===== config.mk =====
export PLATFORM = sky130hd
export DESIGN_NAME = tx_audio_fifo
export DESIGN_NICKNAME = d
export VERILOG_FILES = /design/src/rtl/tx_fifo_pkg.sv /design/src/rtl/tx_fifo_store.sv /design/src/rtl/tx_fifo_flow.sv /design/src/rtl/tx_fifo_flags.sv /design/src/rtl/tx_audio_fifo.sv
export SDC_FILE = /design/constraint.sdc
export NUM_CORES = 1
export LEC_CHECK = 0
export CAP_MARGIN = 15
export CORE_MARGIN = 2
export CORE_UTILIZATION = 45
export CTS_BUF_LIST = sky130_fd_sc_hd__clkbuf_8 sky130_fd_sc_hd__clkbuf_16
export DETAILED_ROUTE_END_ITERATION = 8
export GPL_TIMING_DRIVEN = 0
export PLACE_DENSITY = 0.58
export SLEW_MARGIN = 20
export SYNTH_ARGS = -nofsm -noshare
export SYNTH_HDL_FRONTEND = slang
export SYNTH_SLANG_ARGS = --single-unit

===== constraint.sdc =====
create_clock -name clk -period 12.8 [get_ports clk]
set_clock_uncertainty 0.15 [all_clocks]
set_input_delay 2.56 -clock clk [delete_from_list [all_inputs] [get_ports clk]]
set_output_delay 2.56 -clock clk [all_outputs]
set_load 0.01 [all_outputs]

===== src/rtl/tx_fifo_pkg.sv =====
package tx_fifo_pkg;
    // Serializer-side flow states
    typedef enum logic [1:0] {
        FL_RUN        = 2'd0,
        FL_WAIT_CLEAR = 2'd1,
        FL_WAIT_FRAME = 2'd2,
        FL_WAIT_DATA  = 2'd3
    } flow_state_e;
endpackage


===== src/rtl/tx_fifo_store.sv =====
// Circular word store with wrap-bit pointers.
// Assumes pop is only requested by the flow controller when not empty.
module tx_fifo_store #(
    parameter int DATA_W = 32,
    parameter int ADDR_W = 5
) (
    input  logic              clk,
    input  logic              rst_n,
    input  logic              clr,
    input  logic              wr_en,
    input  logic [DATA_W-1:0] wr_data,
    input  logic              pop,
    output logic [DATA_W-1:0] rd_data,
    output logic [ADDR_W:0]   wr_ptr,
    output logic [ADDR_W:0]   rd_ptr,
    output logic [ADDR_W:0]   level,
    output logic              full,
    output logic              empty
);
    localparam int DEPTH = 1 << ADDR_W;

    logic [DATA_W-1:0] mem [DEPTH];
    logic              push;

    // Fill state derived from pointer distance
    always_comb begin
        level = wr_ptr - rd_ptr;
        full  = (level == (ADDR_W+1)'(DEPTH));
        empty = (level == '0);
        push  = wr_en && !full && !clr;
        rd_data = mem[rd_ptr[ADDR_W-1:0]];
    end

    // Storage array write
    always_ff @(posedge clk) begin
        if (push) mem[wr_ptr[ADDR_W-1:0]] <= wr_data;
    end

    // Pointer update with clear
    always_ff @(posedge clk) begin
        if (!rst_n || clr) begin
            wr_ptr <= '0;
            rd_ptr <= '0;
        end else begin
            if (push) wr_ptr <= wr_ptr + 1'b1;
            if (pop)  rd_ptr <= rd_ptr + 1'b1;
        end
    end

    p_level_bound_r4: assert property (@(posedge clk) disable iff (!rst_n)
        level <= (ADDR_W+1)'(DEPTH));
    p_full_write_hold_r2: assert property (@(posedge clk) disable iff (!rst_n)
        (wr_en && full && !clr) |=> $stable(wr_ptr));
    p_pop_nonempty_r3: assert property (@(posedge clk) disable iff (!rst_n)
        pop |-> !empty);
    p_clear_zero_r10: assert property (@(posedge clk) disable iff (!rst_n)
        clr |=> (wr_ptr == '0 && rd_ptr == '0));
endmodule


===== src/rtl/tx_fifo_flow.sv =====
// Serializer-side flow control: accepts pulls, detects underrun and
// selects the resume point (next frame or same word).
// Assumes frame_start is a single-cycle pulse.
module tx_fifo_flow
    import tx_fifo_pkg::*;
(
    input  logic clk,
    input  logic rst_n,
    input  logic cont_on_err,
    input  logic rd_req,
    input  logic empty,
    input  logic err_flag,
    input  logic frame_start,
    output logic pop,
    output logic underrun,
    output logic active
);
    flow_state_e state;

    // Accept or flag the current pull
    always_comb begin
        active   = (state == FL_RUN);
        pop      = active && rd_req && !empty;
        underrun = active && rd_req && empty;
    end

    // Halt and resume sequencing
    always_ff @(posedge clk) begin
        if (!rst_n) begin
            state <= FL_RUN;
        end else begin
            unique case (state)
                FL_RUN:        if (underrun) state <= cont_on_err ? FL_WAIT_DATA : FL_WAIT_CLEAR;
                FL_WAIT_CLEAR: if (!err_flag) state <= FL_WAIT_FRAME;
                FL_WAIT_FRAME: if (frame_start) state <= FL_RUN;
                FL_WAIT_DATA:  if (!empty) state <= FL_RUN;
                default:       state <= FL_RUN;
            endcase
        end
    end

    p_halt_no_pop_r8: assert property (@(posedge clk) disable iff (!rst_n)
        (state != FL_RUN) |-> !pop);
    p_halt_after_underrun_r8: assert property (@(posedge clk) disable iff (!rst_n)
        underrun |=> (state != FL_RUN));
endmodule


===== src/rtl/tx_fifo_flags.sv =====
// Request, warning and sticky error flags plus enable gating.
// Assumes err_clr is a write-one pulse; a same-cycle underrun wins.
module tx_fifo_flags #(
    parameter int ADDR_W = 5
) (
    input  logic              clk,
    input  logic              rst_n,
    input  logic [ADDR_W:0]   level,
    input  logic              empty,
    input  logic [ADDR_W-1:0] watermark,
    input  logic              chan_en,
    input  logic              underrun,
    input  logic              err_clr,
    input  logic [2:0]        irq_en,
    input  logic [1:0]        dma_en,
    output logic              req_flag,
    output logic              warn_flag,
    output logic              err_flag,
    output logic              irq,
    output logic              dma_req
);
    // Level-based flags and output gating
    always_comb begin
        req_flag  = (level <= {1'b0, watermark});
        warn_flag = chan_en && empty;
        irq       = (req_flag && irq_en[0]) || (warn_flag && irq_en[1]) || (err_flag && irq_en[2]);
        dma_req   = (req_flag && dma_en[0]) || (warn_flag && dma_en[1]);
    end

    // Sticky underrun record, write-one-to-clear
    always_ff @(posedge clk) begin
        if (!rst_n)         err_flag <= 1'b0;
        else if (underrun)  err_flag <= 1'b1;
        else if (err_clr)   err_flag <= 1'b0;
    end

    p_underrun_sets_r7: assert property (@(posedge clk) disable iff (!rst_n)
        underrun |=> err_flag);
    p_err_sticky_r7: assert property (@(posedge clk) disable iff (!rst_n)
        (err_flag && !err_clr) |=> err_flag);
endmodule


===== src/rtl/tx_audio_fifo.sv =====
// Top level: audio transmit FIFO with watermark request, empty warning,
// sticky underrun error and selectable resume point.
// Assumes one writer and one serializer, both on clk.
module tx_audio_fifo #(
    parameter int DATA_W = 32,
    parameter int ADDR_W = 5
) (
    input  logic              clk,
    input  logic              rst_n,
    input  logic              chan_en,
    input  logic              cont_on_err,
    input  logic [ADDR_W-1:0] watermark,
    input  logic              fifo_clr,
    input  logic              wr_en,
    input  logic [DATA_W-1:0] wr_data,
    input  logic              rd_req,
    input  logic              frame_start,
    input  logic              err_clr,
    input  logic              irq_req_en,
    input  logic              irq_warn_en,
    input  logic              irq_err_en,
    input  logic              dma_req_en,
    input  logic              dma_warn_en,
    output logic [DATA_W-1:0] rd_data,
    output logic              rd_ok,
    output logic [ADDR_W:0]   wr_ptr,
    output logic [ADDR_W:0]   rd_ptr,
    output logic              req_flag,
    output logic              warn_flag,
    output logic              err_flag,
    output logic              tx_active,
    output logic              irq,
    output logic              dma_req
);
    logic [ADDR_W:0] level;
    logic            full, empty, pop, underrun;

    tx_fifo_store #(.DATA_W(DATA_W), .ADDR_W(ADDR_W)) u_store (
        .clk(clk), .rst_n(rst_n), .clr(fifo_clr),
        .wr_en(wr_en), .wr_data(wr_data), .pop(pop),
        .rd_data(rd_data), .wr_ptr(wr_ptr), .rd_ptr(rd_ptr),
        .level(level), .full(full), .empty(empty)
    );

    tx_fifo_flow u_flow (
        .clk(clk), .rst_n(rst_n), .cont_on_err(cont_on_err),
        .rd_req(rd_req), .empty(empty), .err_flag(err_flag),
        .frame_start(frame_start), .pop(pop), .underrun(underrun),
        .active(tx_active)
    );

    tx_fifo_flags #(.ADDR_W(ADDR_W)) u_flags (
        .clk(clk), .rst_n(rst_n), .level(level), .empty(empty),
        .watermark(watermark), .chan_en(chan_en), .underrun(underrun),
        .err_clr(err_clr),
        .irq_en({irq_err_en, irq_warn_en, irq_req_en}),
        .dma_en({dma_warn_en, dma_req_en}),
        .req_flag(req_flag), .warn_flag(warn_flag), .err_flag(err_flag),
        .irq(irq), .dma_req(dma_req)
    );

    // Accepted pull indication
    assign rd_ok = pop;

    p_full_never_pushes_r2: assert property (@(posedge clk) disable iff (!rst_n)
        (full && !pop && !fifo_clr) |=> (wr_ptr - rd_ptr) == (ADDR_W+1)'(1 << ADDR_W));
endmodule


Yosys cells after proc, flatten, opt, wreduce, memory -nomap -nowiden
Memory sizes are Yosys's and may differ from the RTL's. A register that Yosys moved wholly into a read port is not among the register bits.
Index checks and enable logic that the tools add are counted.
{"block": "op_classes", "reduce_logical": 23, "order_cmp": 1, "eq_ne": 8, "add_sub_neg": 3, "mux": 12}
{"op": "adder 6 x 1 -> 6 bit (second input constant)", "n": 2}
{"op": "logical AND 1 bit", "n": 11}
{"op": "two-way mux 2 bit", "n": 5}
{"op": "two-way mux 5 bit", "n": 2}
{"op": "case mux 2 bit (4 select lines)", "n": 1}
{"op": "== test 6 bit (second input constant)", "n": 1}
{"op": "less-or-equal comparator 6 x 5 -> 1 bit", "n": 1}
{"op": "logical NOT 6 bit", "n": 1}
{"op": "!= test 2 bit (second input constant)", "n": 3}
{"op": "subtractor 6 bit", "n": 1}
{"op": "== test 2 bit (second input constant)", "n": 2}
{"op": "logical NOT 1 bit", "n": 4}
{"op": "logical OR 1 bit", "n": 4}
{"op": "two-way mux 1 bit", "n": 4}
{"op": "AND reduction 4 bit", "n": 1}
{"op": "== test 2 x 1 -> 1 bit (second input constant)", "n": 1}
{"op": "logical NOT 2 bit", "n": 1}
{"op": "!= test 2 x 1 -> 1 bit (second input constant)", "n": 1}
{"op": "nonzero test 2 bit", "n": 1}
{"block": "totals", "output_inout_bits": 51, "elab_cells": 52, "ram_bits": 1024, "input_bits": 51, "register_bits": 15, "mem_count": 1}
{"memory": "u_store.mem", "depth": 32, "word_bits": 32, "read_ports": 1, "rd_ports_with_merged_regs": 1, "write_ports": 1, "line_no": "tx_fifo_store.sv:22", "rtl": "logic [DATA_W-1:0] mem [DEPTH];"}

Longest topological paths before layout
{"block": "depth", "depth_word": 7, "ltp_mapped": 12, "depth_no_buf": 12}

By module
A second synthesis with hierarchy kept.
{"block": "hier_totals", "cells_unflattened": 1650, "area_unflattened_um2": 40171.0}
{"module": "tx_fifo_store", "n_inst": 1, "area_per_inst_um2": 39832.0, "cells_each": 1606, "seq_area_each_um2": 31089.8}
{"module": "tx_fifo_flags", "n_inst": 1, "area_per_inst_um2": 215.2, "cells_each": 27, "seq_area_each_um2": 20.0}
{"module": "tx_fifo_flow", "n_inst": 1, "area_per_inst_um2": 123.9, "cells_each": 17, "seq_area_each_um2": 40.0}

Worst setup path before layout
No wires, ideal clock.
{"block": "synth_timing", "kind": "in2out", "startpoint": "input port watermark[1]", "endpoint": "output port irq", "t_required_ns": 10.090, "n_path_buf": 0, "setup_slack_ns": 6.107, "arrival_time_ns": 3.983, "path_stages": 8, "path_cell_list": "inv_1 > ha_1 > nor2b_1 > o21a_1 > o21ai_0 > a21oi_1 > nor3_1 > a221o_1"}
{"block": "synth_via", "elab_chain_len": 4}
{"item": "start, declared", "line_no": "tx_audio_fifo.sv:12", "rtl": "input logic [ADDR_W-1:0] watermark,"}
{"item": "less-or-equal comparator 6 x 5 -> 1 bit", "line_no": "tx_fifo_flags.sv:24", "rtl": "req_flag = (level <= {1'b0, watermark});"}
{"item": "net req_flag", "line_no": "tx_audio_fifo.sv:28", "rtl": "output logic req_flag,"}
{"item": "logical AND 1 bit", "line_no": "tx_fifo_flags.sv:26", "rtl": "irq = (req_flag && irq_en[0]) || (warn_flag && irq_en[1]) || (err_flag && irq_en[2]);"}
{"item": "logical OR 1 bit (2 in a row)", "line_no": "tx_fifo_flags.sv:26"}
{"item": "end, declared", "line_no": "tx_audio_fifo.sv:32", "rtl": "output logic irq,"}
The timed path passes the listed nets, and every way through them passes these cells.

Worst setup path after layout
{"block": "layout_timing", "startpoint": "input port watermark[1]", "endpoint": "output port irq"}
{"block": "layout_via", "elab_chain_len": 4}
{"item": "less-or-equal comparator 6 x 5 -> 1 bit", "line_no": "tx_fifo_flags.sv:24"}
{"item": "logical AND 1 bit", "line_no": "tx_fifo_flags.sv:26"}
{"item": "logical OR 1 bit (2 in a row)", "line_no": "tx_fifo_flags.sv:26"}
Every way passes these cells.

==> impl_metrics.env <==
export IMPL_status="finished clean"
export IMPL_worst_setup_path_type="input pin to primary output"
export IMPL_synth_area_per_cell_um2=24.2
export IMPL_ios=102
export IMPL_drc=0
export IMPL_maxSlewViolCount=0
export IMPL_clk_latency_ns=0.67
export IMPL_fin_area_um2=47500
export IMPL_vdd_ir_drop_max_mv=0.0924
export IMPL_area_growth_pct=18.0
export IMPL_first_pass_iters=7
export IMPL_grt_pass1_wl_um=137000
export IMPL_r2r_start="u_store.rd_ptr[0]$_SDFFE_PP0P_"
export IMPL_maxCapViolations=0
export IMPL_port_buffers=101
export IMPL_post_dp_cell_area_um2=44200
export IMPL_period_share=0.600
export IMPL_min_from="u_store.wr_ptr[5]$_SDFFE_PP0P_"
export IMPL_setup_tns_final_ns=0
export IMPL_vias_per_cell=5.75
export IMPL_startpoint_type="input pin"
export IMPL_setup_violations=0
export IMPL_grt_max_degree=33
export IMPL_path_common_cell="clkdlybuf4s50_1"
export IMPL_synthTopCellsByArea="edfxtp_1 (76%), mux4_2 (18%), dfxtp_1 (0.99%)"
export IMPL_fin_nets=2077
export IMPL_cpPeakStageDelay_ns=0.54
export IMPL_mostFrequentLayoutCell="edfxtp_1"
export IMPL_grt_pass1_vias=19693
export IMPL_crit_chain="clkdlybuf4s50_1 -> inv_1 -> ha_1 -> nor2b_1 -> o21a_1 -> o21ai_0 -> a21oi_1 -> nor3_1 -> a221o_1 -> clkdlybuf4s50_1"
export IMPL_synth_area_um2=40300
export IMPL_rows=109
export IMPL_synth_cells=1664
export IMPL_worst_slew_pin_slew_ns=1.15
export IMPL_crit_slowest_cell="clkdlybuf4s50_1"
export IMPL_hold_path_class="flip-flop to flip-flop"
export IMPL_drt_iter0_drc=1897
export IMPL_r2r_end="u_store.mem[22][16]$_DFFE_PP_"
export IMPL_die_w_um=303
export IMPL_vias=18697
export IMPL_ys_flop_type="edfxtp_1"
export IMPL_clockBufferDepth=3
export IMPL_ant_nets=0
export IMPL_crit_required_ns=10.09
export IMPL_power_leakage_nw=14.7
export IMPL_synth_edff_count=1024
export IMPL_yosysTopAreaCell="edfxtp_1"
export IMPL_hold_end="u_store.wr_ptr[5]$_SDFFE_PP0P_"
export IMPL_rrSetupSlack_ns=8.17
export IMPL_relSlewSlack=0.235
export IMPL_rr_worst_depth=13
export IMPL_period_needed_ns=7.67
export IMPL_hpwl_um=64600
export IMPL_rsz0062_at_grt="false"
export IMPL_synth_distinct_cells=49
export IMPL_cts_resized=0
export IMPL_synth_fp_nets=1731
export IMPL_hold_viol_final=0
export IMPL_initial_core_util=0.455
export IMPL_antenna_found_initial=1
export IMPL_overflow=0
export IMPL_grtUsageTotal=0.211
export IMPL_diodes=0
export IMPL_whs_path_depth=2
export IMPL_final_layout_size_suffix_gt1_frac=0.341
export IMPL_routed_wl_um=94200
export IMPL_die_h_um=303
export IMPL_fmax_mhz=130
export IMPL_cts_sinks=1044
export IMPL_synthDominantCellAreaShare=0.764
export IMPL_crit_fanout=3
export IMPL_clockRootBuffer="clkbuf_16"
export IMPL_h_tree_depth=3
export IMPL_yosysSeqAreaShare=0.774
export IMPL_drt_wirelength_per_cell_um=28.9
export IMPL_cts_buffers=105
export IMPL_final_cell_mix="edfxtp_1 (1024), mux4_2 (320), buf_4 (109), clkbuf_16 (106), clkdlybuf4s50_1 (93)"
export IMPL_p_per_area_nw_per_um2=150
export IMPL_cp_end_kind="primary output"
export IMPL_coreArea_um2=88500
export IMPL_yosysWarnings=0
export IMPL_post_cts_setup_buffers=0
export IMPL_clkTransAtPathRegs_ns=0.06
export IMPL_cts_tree="done"
export IMPL_gp_congestion=0.739
export IMPL_fp_dieArea_um2=91900
export IMPL_cts_hold_buf=0
export IMPL_async_reset_ff_frac=0
export IMPL_worstPathArrival_ns=4.96
export IMPL_ys_ff_latch=1044
-- sequential cells by signal, summed over array words and instances, names as in the netlist, named ones only --
name / flops
u_flow.state: 2
u_store.mem: 1024
u_store.rd_ptr: 6
u_flags.err_flag: 1
u_store.wr_ptr: 6
-- metrics by stage --
stage / setup slack [ns] / power, mW / hold slack [ns] / cells / utilization
floorplan: 6.11 / 4.05 / 0.372 / 1664 / -
global placement: 2.90 / 4.20 / 0.386 / 2930 / 0.483
detailed placement: 5.11 / 4.22 / 0.398 / 3068 / 0.499
CTS: 5.12 / 7.18 / 0.405 / 3254 / 0.537
global route: 4.92 / 7.33 / 0.428 / 3254 / 0.537
finish: 5.13 / 7.12 / 0.404 / 3254 / 0.537
-- cells in the mapped netlist, types with 2 or more instances --
cell	n
edfxtp_1	1024
mux4_2	320
clkbuf_1	35
mux2_2	32
buf_2	25
nor3_1	25
buf_1	20
dfxtp_1	20
nor2_1	16
a21oi_1	15
ha_1	15
inv_1	15
nand2_1	15
mux2i_1	8
nand2b_1	7
o21ai_0	7
nor2b_1	6
nand3_1	5
nand4_1	5
or3_1	5
buf_4	4
buf_6	3
nand3b_1	3
or4_1	3
xor2_1	3
a21o_1	2
o31ai_1	2
or3b_2	2
xnor2_1	2
-- logic make-up after synthesis --
kind of cell / synth area share
buffers and inverters: 0.0112
multiplexers: 0.190
adder cells (fa/ha/maj): 0.00516
XOR/XNOR: 0.00109
flip-flops: 0.774
AO/OA/AOI/OAI: 0.00562
AND/OR/NAND/NOR: 0.0134
-- worst max path at each step --
stage	start	to	slack, ns	cells after the start
after floorplan	watermark[1]	irq	6.11	8
after global placement	wr_en	u_store.mem[29][20]$_DFFE_PP_	2.90	4
after detailed placement	watermark[1]	irq	5.11	10
after CTS	watermark[1]	irq	5.12	10
after global routing	watermark[1]	irq	4.92	10
final	watermark[1]	irq	5.13	10
-- critical path, delay by kind of cell --
family	cells	cell delay, ns
buffers and inverters	3	1.03
AOI/OAI and AO/OA	4	0.63
and+or+nand+nor	2	0.45
adders and majority gates	1	0.29
-- routing by layer --
metal	part of all wire	global-route usage	vias up
met2	0.52	0.361	566
met3	0.058	0.0341	131
li1	-	-	7889
met4	0.023	0.0613	0
met5	0	0	-
met1	0.40	0.280	10111
-- final cells by class --
type / count / area [µm²]
sequential: 1044 / 31100
timing repair buffer: 239 / 2270
clock buffer: 106 / 2650
inverter: 15 / 56.3
tap: 1165 / 1460
fill: 6679 / 41000
multi-input combinational: 518 / 8840
clock inverter: 80 / 677
buffer: 87 / 404
-- where the power goes --
part | switching [mW] | leakage (nW) | total, mW | internal, mW
Combinational | 0.190 | 3.60 | 0.364 | 0.175
Sequential | 0.00741 | 9.37 | 3.77 | 3.77
Clock | 1.26 | 1.70 | 2.98 | 1.72
Total | 1.46 | 14.7 | 7.12 | 5.66
(Power assumes the default switching activity.)
